File: src/rtl/usbp_pkg.sv
package usbp_pkg;

    localparam int WORD_W    = 32;
    localparam int NUM_FLAGS = 4;

    // field positions inside the status word
    localparam int BIT_CCS  = 0;
    localparam int BIT_PES  = 1;
    localparam int BIT_PSS  = 2;
    localparam int BIT_PRS  = 4;
    localparam int BIT_PPS  = 8;
    localparam int BIT_LSDA = 9;
    localparam int BIT_CSC  = 16;
    localparam int BIT_PESC = 17;
    localparam int BIT_PSSC = 18;
    localparam int BIT_PRSC = 20;

    // index of each change flag in the flag vector
    typedef enum logic [1:0] {
        FLG_CONN = 2'd0,
        FLG_ENA  = 2'd1,
        FLG_SUSP = 2'd2,
        FLG_RST  = 2'd3
    } flag_e;

    // decoded one-shot write commands
    typedef struct packed {
        logic                 clr_ena;
        logic                 set_ena;
        logic                 req_susp;
        logic                 req_rst;
        logic                 pwr_on;
        logic                 pwr_off;
        logic [NUM_FLAGS-1:0] ack;
    } cmd_t;

    // architectural state of the port
    typedef struct packed {
        logic                 ccs;
        logic                 lsda;
        logic                 pes;
        logic                 pss;
        logic                 prs;
        logic                 pps;
        logic [NUM_FLAGS-1:0] chg;
    } stat_t;

    function automatic int flag_bit(input int idx);
        case (idx)
            0:       return BIT_CSC;
            1:       return BIT_PESC;
            2:       return BIT_PSSC;
            default: return BIT_PRSC;
        endcase
    endfunction

    function automatic logic [WORD_W-1:0] pack_status(input stat_t s);
        logic [WORD_W-1:0] w;
        w           = '0;
        w[BIT_CCS]  = s.ccs;
        w[BIT_PES]  = s.pes;
        w[BIT_PSS]  = s.pss;
        w[BIT_PRS]  = s.prs;
        w[BIT_PPS]  = s.pps;
        w[BIT_LSDA] = s.lsda;
        for (int i = 0; i < NUM_FLAGS; i++) begin
            w[flag_bit(i)] = s.chg[i];
        end
        return w;
    endfunction

endpackage

File: src/rtl/usbp_wr_decode.sv
module usbp_wr_decode
    import usbp_pkg::*;
#(
    parameter int                ADDR_W   = 12,
    parameter logic [ADDR_W-1:0] REG_ADDR = '0
) (
    input  logic [ADDR_W-1:0] addr,
    input  logic              wr,
    input  logic [WORD_W-1:0] wdata,
    output logic              hit,
    output cmd_t              cmd
);

    logic wr_hit;
    logic unused_wdata;

    assign hit    = (addr == REG_ADDR);
    assign wr_hit = hit & wr;

    always_comb begin
        cmd          = '0;
        cmd.clr_ena  = wr_hit & wdata[BIT_CCS];
        cmd.set_ena  = wr_hit & wdata[BIT_PES];
        cmd.req_susp = wr_hit & wdata[BIT_PSS];
        cmd.req_rst  = wr_hit & wdata[BIT_PRS];
        cmd.pwr_on   = wr_hit & wdata[BIT_PPS];
        cmd.pwr_off  = wr_hit & wdata[BIT_LSDA];
        for (int i = 0; i < NUM_FLAGS; i++) begin
            cmd.ack[i] = wr_hit & wdata[flag_bit(i)];
        end
    end

    assign unused_wdata = ^wdata;

endmodule

File: src/rtl/usbp_conn_track.sv
module usbp_conn_track (
    input  logic clk,
    input  logic rst,
    input  logic attach,
    input  logic detach,
    input  logic strap,
    input  logic low_speed,
    output logic ccs,
    output logic lsda,
    output logic ccs_chg,
    output logic disc
);

    logic attached_q, attached_n;
    logic ccs_q, ccs_n;
    logic lsda_q, lsda_n;

    always_comb begin
        attached_n = attached_q;
        if (attach) attached_n = 1'b1;
        if (detach) attached_n = 1'b0;
        ccs_n = attached_n | strap;

        lsda_n = lsda_q;
        if (attach && !detach) lsda_n = low_speed;
        if (!ccs_n)            lsda_n = 1'b0;
    end

    always_ff @(posedge clk) begin
        if (rst) begin
            attached_q <= 1'b0;
            ccs_q      <= 1'b0;
            lsda_q     <= 1'b0;
        end else begin
            attached_q <= attached_n;
            ccs_q      <= ccs_n;
            lsda_q     <= lsda_n;
        end
    end

    assign ccs     = ccs_q;
    assign lsda    = lsda_q;
    assign ccs_chg = ccs_n ^ ccs_q;
    assign disc    = ccs_q & ~ccs_n;

    // speed indication never shows without a connection
    a_r11_lsda_needs_conn: assert property (@(posedge clk) disable iff (rst)
        lsda_q |-> ccs_q);

    // the strap keeps the port connected
    a_r2_strap_forces_conn: assert property (@(posedge clk) disable iff (rst)
        $past(strap) |-> ccs_q);

endmodule

File: src/rtl/usbp_port_ctrl.sv
module usbp_port_ctrl
    import usbp_pkg::*;
(
    input  logic                 clk,
    input  logic                 rst,
    input  cmd_t                 cmd,
    input  logic                 ccs,
    input  logic                 ccs_chg,
    input  logic                 disc,
    input  logic                 reset_done,
    input  logic                 resume_done,
    output logic                 pes,
    output logic                 pss,
    output logic                 prs,
    output logic                 pps,
    output logic [NUM_FLAGS-1:0] chg
);

    logic pes_q, pes_n;
    logic pss_q, pss_n;
    logic prs_q, prs_n;
    logic pps_q, pps_n;
    logic rst_evt, res_evt;
    logic [NUM_FLAGS-1:0] flag_set;
    logic [NUM_FLAGS-1:0] chg_q;

    // completion events only count for a sequence that is in progress
    assign rst_evt = reset_done  & prs_q;
    assign res_evt = resume_done & pss_q;

    // later assignments have priority: software, then hardware, then disconnect
    always_comb begin
        pes_n = pes_q;
        if (cmd.set_ena && ccs)   pes_n = 1'b1;
        if (cmd.clr_ena)          pes_n = 1'b0;
        if (rst_evt || res_evt)   pes_n = 1'b1;
        if (disc)                 pes_n = 1'b0;

        pss_n = pss_q;
        if (cmd.req_susp && ccs)  pss_n = 1'b1;
        if (rst_evt || res_evt)   pss_n = 1'b0;
        if (disc)                 pss_n = 1'b0;

        prs_n = prs_q;
        if (cmd.req_rst && ccs)   prs_n = 1'b1;
        if (rst_evt)              prs_n = 1'b0;
        if (disc)                 prs_n = 1'b0;

        pps_n = pps_q;
        if (cmd.pwr_on)           pps_n = 1'b1;
        if (cmd.pwr_off)          pps_n = 1'b0;
    end

    always_comb begin
        flag_set           = '0;
        flag_set[FLG_CONN] = ccs_chg | (cmd.req_susp & ~ccs);
        flag_set[FLG_ENA]  = disc & pes_q;
        flag_set[FLG_SUSP] = res_evt;
        flag_set[FLG_RST]  = prs_n ^ prs_q;
    end

    always_ff @(posedge clk) begin
        if (rst) begin
            pes_q <= 1'b0;
            pss_q <= 1'b0;
            prs_q <= 1'b0;
            pps_q <= 1'b0;
        end else begin
            pes_q <= pes_n;
            pss_q <= pss_n;
            prs_q <= prs_n;
            pps_q <= pps_n;
        end
    end

    // one sticky change flag per event class; a new event beats the acknowledge
    for (genvar g = 0; g < NUM_FLAGS; g++) begin : g_flag
        always_ff @(posedge clk) begin
            if (rst) chg_q[g] <= 1'b0;
            else     chg_q[g] <= flag_set[g] | (chg_q[g] & ~cmd.ack[g]);
        end
    end

    assign pes = pes_q;
    assign pss = pss_q;
    assign prs = prs_q;
    assign pps = pps_q;
    assign chg = chg_q;

    // the port only becomes enabled out of a connected cycle
    a_r4_enable_needs_conn: assert property (@(posedge clk) disable iff (rst)
        $rose(pes_q) |-> $past(ccs));

    // suspend is only entered from a connected cycle
    a_r7_suspend_needs_conn: assert property (@(posedge clk) disable iff (rst)
        $rose(pss_q) |-> $past(ccs));

    // no enable, suspend or reset state survives without a connection
    a_r8_disc_drops_state: assert property (@(posedge clk) disable iff (rst)
        !ccs |-> (!pes_q && !pss_q && !prs_q));

    // every change of reset status leaves its change flag set
    a_r5_reset_change_flag: assert property (@(posedge clk) disable iff (rst)
        (prs_q != $past(prs_q)) |-> chg_q[FLG_RST]);

    // leaving suspend while still connected leaves the port enabled
    a_r6_leave_suspend_enables: assert property (@(posedge clk) disable iff (rst)
        ($fell(pss_q) && ccs) |-> pes_q);

endmodule

File: src/rtl/usb_port_status.sv
module usb_port_status
    import usbp_pkg::*;
#(
    parameter int                ADDR_W   = 12,
    parameter logic [ADDR_W-1:0] REG_ADDR = 12'h010
) (
    input  logic              clk,
    input  logic              rst,
    input  logic [ADDR_W-1:0] bus_addr,
    input  logic              bus_wr,
    input  logic [31:0]       bus_wdata,
    output logic [31:0]       bus_rdata,
    input  logic              dev_attach,
    input  logic              dev_detach,
    input  logic              dev_low_speed,
    input  logic              fixed_dev,
    input  logic              reset_done,
    input  logic              resume_done
);

    logic  hit;
    cmd_t  cmd;
    stat_t st;
    logic  ccs_chg, disc;

    usbp_wr_decode #(
        .ADDR_W   (ADDR_W),
        .REG_ADDR (REG_ADDR)
    ) u_dec (
        .addr  (bus_addr),
        .wr    (bus_wr),
        .wdata (bus_wdata),
        .hit   (hit),
        .cmd   (cmd)
    );

    usbp_conn_track u_conn (
        .clk       (clk),
        .rst       (rst),
        .attach    (dev_attach),
        .detach    (dev_detach),
        .strap     (fixed_dev),
        .low_speed (dev_low_speed),
        .ccs       (st.ccs),
        .lsda      (st.lsda),
        .ccs_chg   (ccs_chg),
        .disc      (disc)
    );

    usbp_port_ctrl u_ctrl (
        .clk         (clk),
        .rst         (rst),
        .cmd         (cmd),
        .ccs         (st.ccs),
        .ccs_chg     (ccs_chg),
        .disc        (disc),
        .reset_done  (reset_done),
        .resume_done (resume_done),
        .pes         (st.pes),
        .pss         (st.pss),
        .prs         (st.prs),
        .pps         (st.pps),
        .chg         (st.chg)
    );

    assign bus_rdata = hit ? pack_status(st) : '0;

    // a foreign address never returns data
    a_r12_foreign_reads_zero: assert property (@(posedge clk) disable iff (rst)
        (bus_addr != REG_ADDR) |-> (bus_rdata == '0));

endmodule

File: config.mk
export PLATFORM = sky130hd
export DESIGN_NAME = usb_port_status
export DESIGN_NICKNAME = d
export VERILOG_FILES = /design/src/rtl/usbp_pkg.sv /design/src/rtl/usbp_wr_decode.sv /design/src/rtl/usbp_conn_track.sv /design/src/rtl/usbp_port_ctrl.sv /design/src/rtl/usb_port_status.sv
export SDC_FILE = /design/constraint.sdc
export NUM_CORES = 1
export LEC_CHECK = 0
export BUFFER_PORTS_ARGS = -buffer_cell sky130_fd_sc_hd__buf_2
export CORE_MARGIN = 8
export CORE_UTILIZATION = 31
export CTS_BUF_LIST = sky130_fd_sc_hd__clkbuf_8
export CTS_CLUSTER_DIAMETER = 100
export DETAILED_ROUTE_END_ITERATION = 6
export GPL_TIMING_DRIVEN = 0
export PLACE_DENSITY = 0.77
export SLEW_MARGIN = 0
export SYNTH_ARGS = -nofsm -noshare
export SYNTH_HDL_FRONTEND = slang
export SYNTH_SLANG_ARGS = --single-unit
File: constraint.sdc
create_clock -name clk -period 1.4 [get_ports clk]
set_input_delay 0.07 -clock clk [delete_from_list [all_inputs] [get_ports clk]]
set_output_delay 0.07 -clock clk [all_outputs]
set_load 0.1 [all_outputs]
### Yosys cells after proc, flatten, opt, wreduce, memory -nomap -nowiden

Index checks and enable logic that the tools add are counted.

* bits of input ports: 53
* output and inout port bits: 32
* logic and storage cells: 66
* register bits after elaboration: 11

* reductions and logical operators: 11
* bitwise logic cells: 34
* equality and inequality tests: 1
* mux-type cells: 9

Operator list (number)
* $mux W21: 1
* $and A1 B1 Y1: 20
* $eq A12 B5 Y1 const B: 1
* $mux W1: 8
* $not A1 Y1: 6
* $or A1 B1 Y1: 6
* $reduce_or A2 Y1: 3
* $logic_and A1 B1 Y1: 4
* $reduce_bool A3 Y1: 1
* $reduce_or A3 Y1: 1
* $xor A1 B1 Y1: 2
* $logic_not A1 Y1: 1
* $logic_or A1 B1 Y1: 1

### Depth between registers and ports, before layout

* depth after elaboration: 9
* depth in mapped cells: 8
* mapped depth without buffers: 8

### Cells and area by module

Synthesis repeated with hierarchy kept, for this count alone.

* cells, all modules: 108
* area, all modules: 913.4 sq um

Modules (own cells, without submodules)
* usbp_port_ctrl: seq. area each 160.2 sq um, area an instance 325.3 sq um, times used 1, cells an instance 35
* usb_port_status: seq. area each 0.0 sq um, area an instance 231.5 sq um, times used 1, cells an instance 33
* usbp_wr_decode: seq. area each 0.0 sq um, area an instance 227.7 sq um, times used 1, cells an instance 28
* usbp_conn_track: seq. area each 60.1 sq um, area an instance 128.9 sq um, times used 1, cells an instance 12

### Worst setup path after synthesis

OpenSTA, ideal clock, no wires.

* kind: input -> output
* start: in bus_addr[5]
* end: out bus_rdata[0]
* buffers on the path: 1
* required time: 1.330 ns
* data arrival time: 1.492 ns
* stages on the path: 4
* slack: -0.162 ns
* cell sequence: nor4b_2 > and3_1 > clkbuf_1 > and2_1

* word-level cells in the longest chain between the ends: 2

RTL lines
* start, declared: line usb_port_status.sv:9 `input logic [ADDR_W-1:0] bus_addr,`
* $eq A12 B5 Y1: line usbp_wr_decode.sv:17 `assign hit = (addr == REG_ADDR);`
* $mux W21: line usb_port_status.sv:66 `assign bus_rdata = hit ? pack_status(st) : '0;`
* end, declared: line usb_port_status.sv:12 `output logic [31:0] bus_rdata,`

Every way passes these cells.

### Worst setup path after layout

* start: reg u_conn.attached_q
* end: reg u_ctrl.chg_q[3] (netlist: u_ctrl.chg[3])

* word-level cells in the longest chain between the ends: 8

RTL lines
* start, declared: line usbp_conn_track.sv:14 `logic attached_q, attached_n;`
* start signal, assigned: line usbp_conn_track.sv:35 `attached_q <= attached_n;`
* $mux W1: line usbp_conn_track.sv:20 `if (attach) attached_n = 1'b1;`
* $mux W1: line usbp_conn_track.sv:21 `if (detach) attached_n = 1'b0;`
* $or A1 B1 Y1: line usbp_conn_track.sv:22 `ccs_n = attached_n | strap;`
* $not A1 Y1 (no line)
* $and A1 B1 Y1: line usbp_conn_track.sv:44 `assign disc = ccs_q & ~ccs_n;`
* $mux W1: line usbp_port_ctrl.sv:47 `if (disc) prs_n = 1'b0;`
* $xor A1 B1 Y1: line usbp_port_ctrl.sv:59 `flag_set[FLG_RST] = prs_n ^ prs_q;`
* $or A1 B1 Y1: line usbp_port_ctrl.sv:80 `else chg_q[g] <= flag_set[g] | (chg_q[g] & ~cmd.ack[g]);`
* end signal, assigned by index: line usbp_port_ctrl.sv:80
* end, declared: line usbp_port_ctrl.sv:25 `logic [NUM_FLAGS-1:0] chg_q;`

Every way passes these cells.
A chain may end at the register's enable or synchronous reset.

==> flow_summary.ini <==
[synthesis]
yosys_warnings = 0
synth_area_leader_cell = dfxtp_1
netlist_top_cells_count = buf_4, dfxtp_1, and2_1
ys_seq_area_share_pct = 28.7
ys.flop_type = dfxtp_1
synth_top_area_share_pct = 28.7
ys_ff_latch = 11
synth.avg_cell_area_um2 = 8.26
async_flop_share_pct = 0
synthTopCellsByArea = dfxtp_1, buf_4, and2_1
synth_edf_count = 0
synth.most_common_cell = buf_4
ys_types = 31
synth_area_um2 = 768
syn_inst = 93

[layout]
final_cells = 196
num_antenna_cells = 0
post-route-cell-area_um2 = 1270
layout-drive-gt1-share_pct = 57.2
fillers = 255
final_nets = 221
area_growth_pct = 65.0
fin_util_pct = 52.6

[critical_path]
critPathTopFamily = simple AND/OR/NAND/NOR gates
critical_path_class = reg2reg
reg2reg_slack_ns = 0.01
end_kind = flip-flop
slowest_delay_ns = 0.31
r2r-start = u_conn.attached_q
cp.depth = 8
worst-r2r-cell-count = 8
cp.arrival_ns = 1.51
crit_top_cell = nor2_2
crit_end = u_ctrl.chg[3]
required_ns = 1.52
setup.worst_path.start = u_conn.attached_q
critPathSlowestCell = dfxtp_2
crit_fanout = 3
crit_chain = nor2_2, nor2_1, nor2_2, ha_4, nor2_4, nand3_2, nor3b_1, or3_1
path_buf_inv = 0
start_kind = flip-flop
r2r_end = u_ctrl.chg[3]

[clocking]
clock_latency_ns = 0.24
clkTransAtPathRegs_ns = 0.05
cts_tree = done
cts-root-buf = clkbuf_8
clockBufferDepth = 2
cts_buffers = 3
clock_sinks = 11
h-tree-depth = 1

[drt]
drtPass1Iterations = 4
vias = 828
drt_wl_total_um = 2450
wl_per_cell_um = 12.5
route.detailed.drc = 0
viasPerCell = 4.22
drt_iter0_drc = 8
ant_nets = 0

[die]
die-area_um2 = 4330
core-area_um2 = 2410
initial_core_util_pct = 31.9
die-height_um = 65.8
io_pins = 85
die_w_um = 65.8
core.rowCount = 18

[grt]
grt_use_total_pct = 11.5
antenna_found_initial = 0
grt_pass1_wl_um = 3860
overflow = 0
grt_max_degree = 12
grt_pass1_vias = 874

[sta]
timing.fmax_mhz = 719
drv_slew = 0
period_share_pct = 99.3
holdWs_ns = 0.0139
final.setup.worst_slack_ns = 0.00977
hold_violations = 0
finalSetupTns_ns = 0
period_needed_ns = 1.39
grt_setup_unrepaired = true
setup-violations-final = 0
clock_skew_ns = 0.00337

[place]
gp_congestion = 0.838
placed_cells = 184
placed_cell_area_um2 = 1100
hpwl_um = 1920
dpl_worst_slack_ns = -0.329
numPortBuffers = 40

[power]
power.leakage_nw = 0.660
combinationalPowerShare_pct = 39.9
seqPwrFrac_pct = 30.9
clkPwrFrac_pct = 29.1
irDropWorstVdd_v = 0.000676
powerDensity_nw_per_um2 = 840
p_sw_share_pct = 41.1
report.power.total_mw = 1.07
p_sw_mw = 0.438
p_int_mw = 0.627

[status]
outcome = finished clean

[flow_run]
maxCapViolations = 0

[min_path]
holdCritPathClass = in2reg
placed cells by master (no fill, tap or decap), drive strengths merged, types with 2 or more instances in the layout:
master   n
buf     72
conb    22
dfxtp   11
and2    10
nor2     8
a21oi    5
nand2    4
clkbuf   4
nor4     2
a31oi    2
nor3     2
nor3b    2
nand2b   2
a311oi   2
inv      2
nand3    2
per-layer routing:
layer | up-vias | wire, um | global-route usage, %
li1 | 422 | - | -
met2 | 32 | 1390 | 22.2
met3 | 0 | 259 | 6.44
met1 | 374 | 801 | 9.98
met5 | - | 0 | 0
met4 | 0 | 0 | 2.45
area by class of cell:
class,count,area [um2],area share [%]
Buffer,24,180,14.2
Clock buffer,3,41.3,3.26
Clock inverter,1,3.75,0.296
Inverter,1,3.75,0.296
Multi-Input combinational cell,77,487,38.4
Sequential cell,11,221,17.5
Tap cell,30,37.5,2.96
Timing Repair Buffer,49,293,23.1
registers in the layout, summed over array words and instances (netlist names):
name               cells
u_conn.lsda            1
u_ctrl.pes             1
u_conn.ccs             1
u_ctrl.prs             1
u_ctrl.chg             4
u_ctrl.pps             1
u_ctrl.pss             1
u_conn.attached_q      1
how the worst min path moves through the flow:
stage | start | to | slack (ns) | cells past startpoint
after floorplan | dev_detach | u_conn.attached_q | 0.15 | 1
after global placement | bus_wdata[9] | u_ctrl.pps | 0.25 | 2
after detailed placement | bus_wdata[9] | u_ctrl.pps | 0.26 | 2
after CTS | bus_wdata[9] | u_ctrl.pps | 0.003 | 2
after global routing | bus_wdata[9] | u_ctrl.pps | 0.01 | 2
final | bus_wdata[9] | u_ctrl.pps | 0.01 | 2
cell families after synthesis:
family	after synthesis	share of synthesized area, %
and+or+nand+nor	41	33.1
other	1	0.488
adders and majority gates	1	1.63
AOI/OAI and AO/OA	12	10.4
DFF	11	28.7
buffers and inverters	26	24.4
muxes	1	1.30
what timing repair did:
item	in CTS	in global routing
resized for setup	14	4
hold buffers	0	0
setup endpoints to repair	11	15
setup buffers	8	1
pin swaps	4	4
power groups by stage:
| stage | Combinational [mW] | Sequential [mW] | Clock [mW] |
|---|---|---|---|
| 2_1_floorplan | 0.335 | 0.333 | 0 |
| 3_3_place_gp | 0.385 | 0.334 | 0 |
| 3_5_place_dp | 0.389 | 0.334 | 0 |
| 4_1_cts | 0.413 | 0.328 | 0.325 |
| 5_1_grt | 0.445 | 0.331 | 0.342 |
| 6_report | 0.425 | 0.329 | 0.310 |
worst register-to-register path: cells and delay by family, from the launching register on:
kind	cells	cell delay, ns
adder cells (fa/ha/maj)	1	0.19
flip-flops	1	0.31
AND/OR/NAND/NOR	7	0.77
Note: power is estimated with default switching activity, not from simulation.
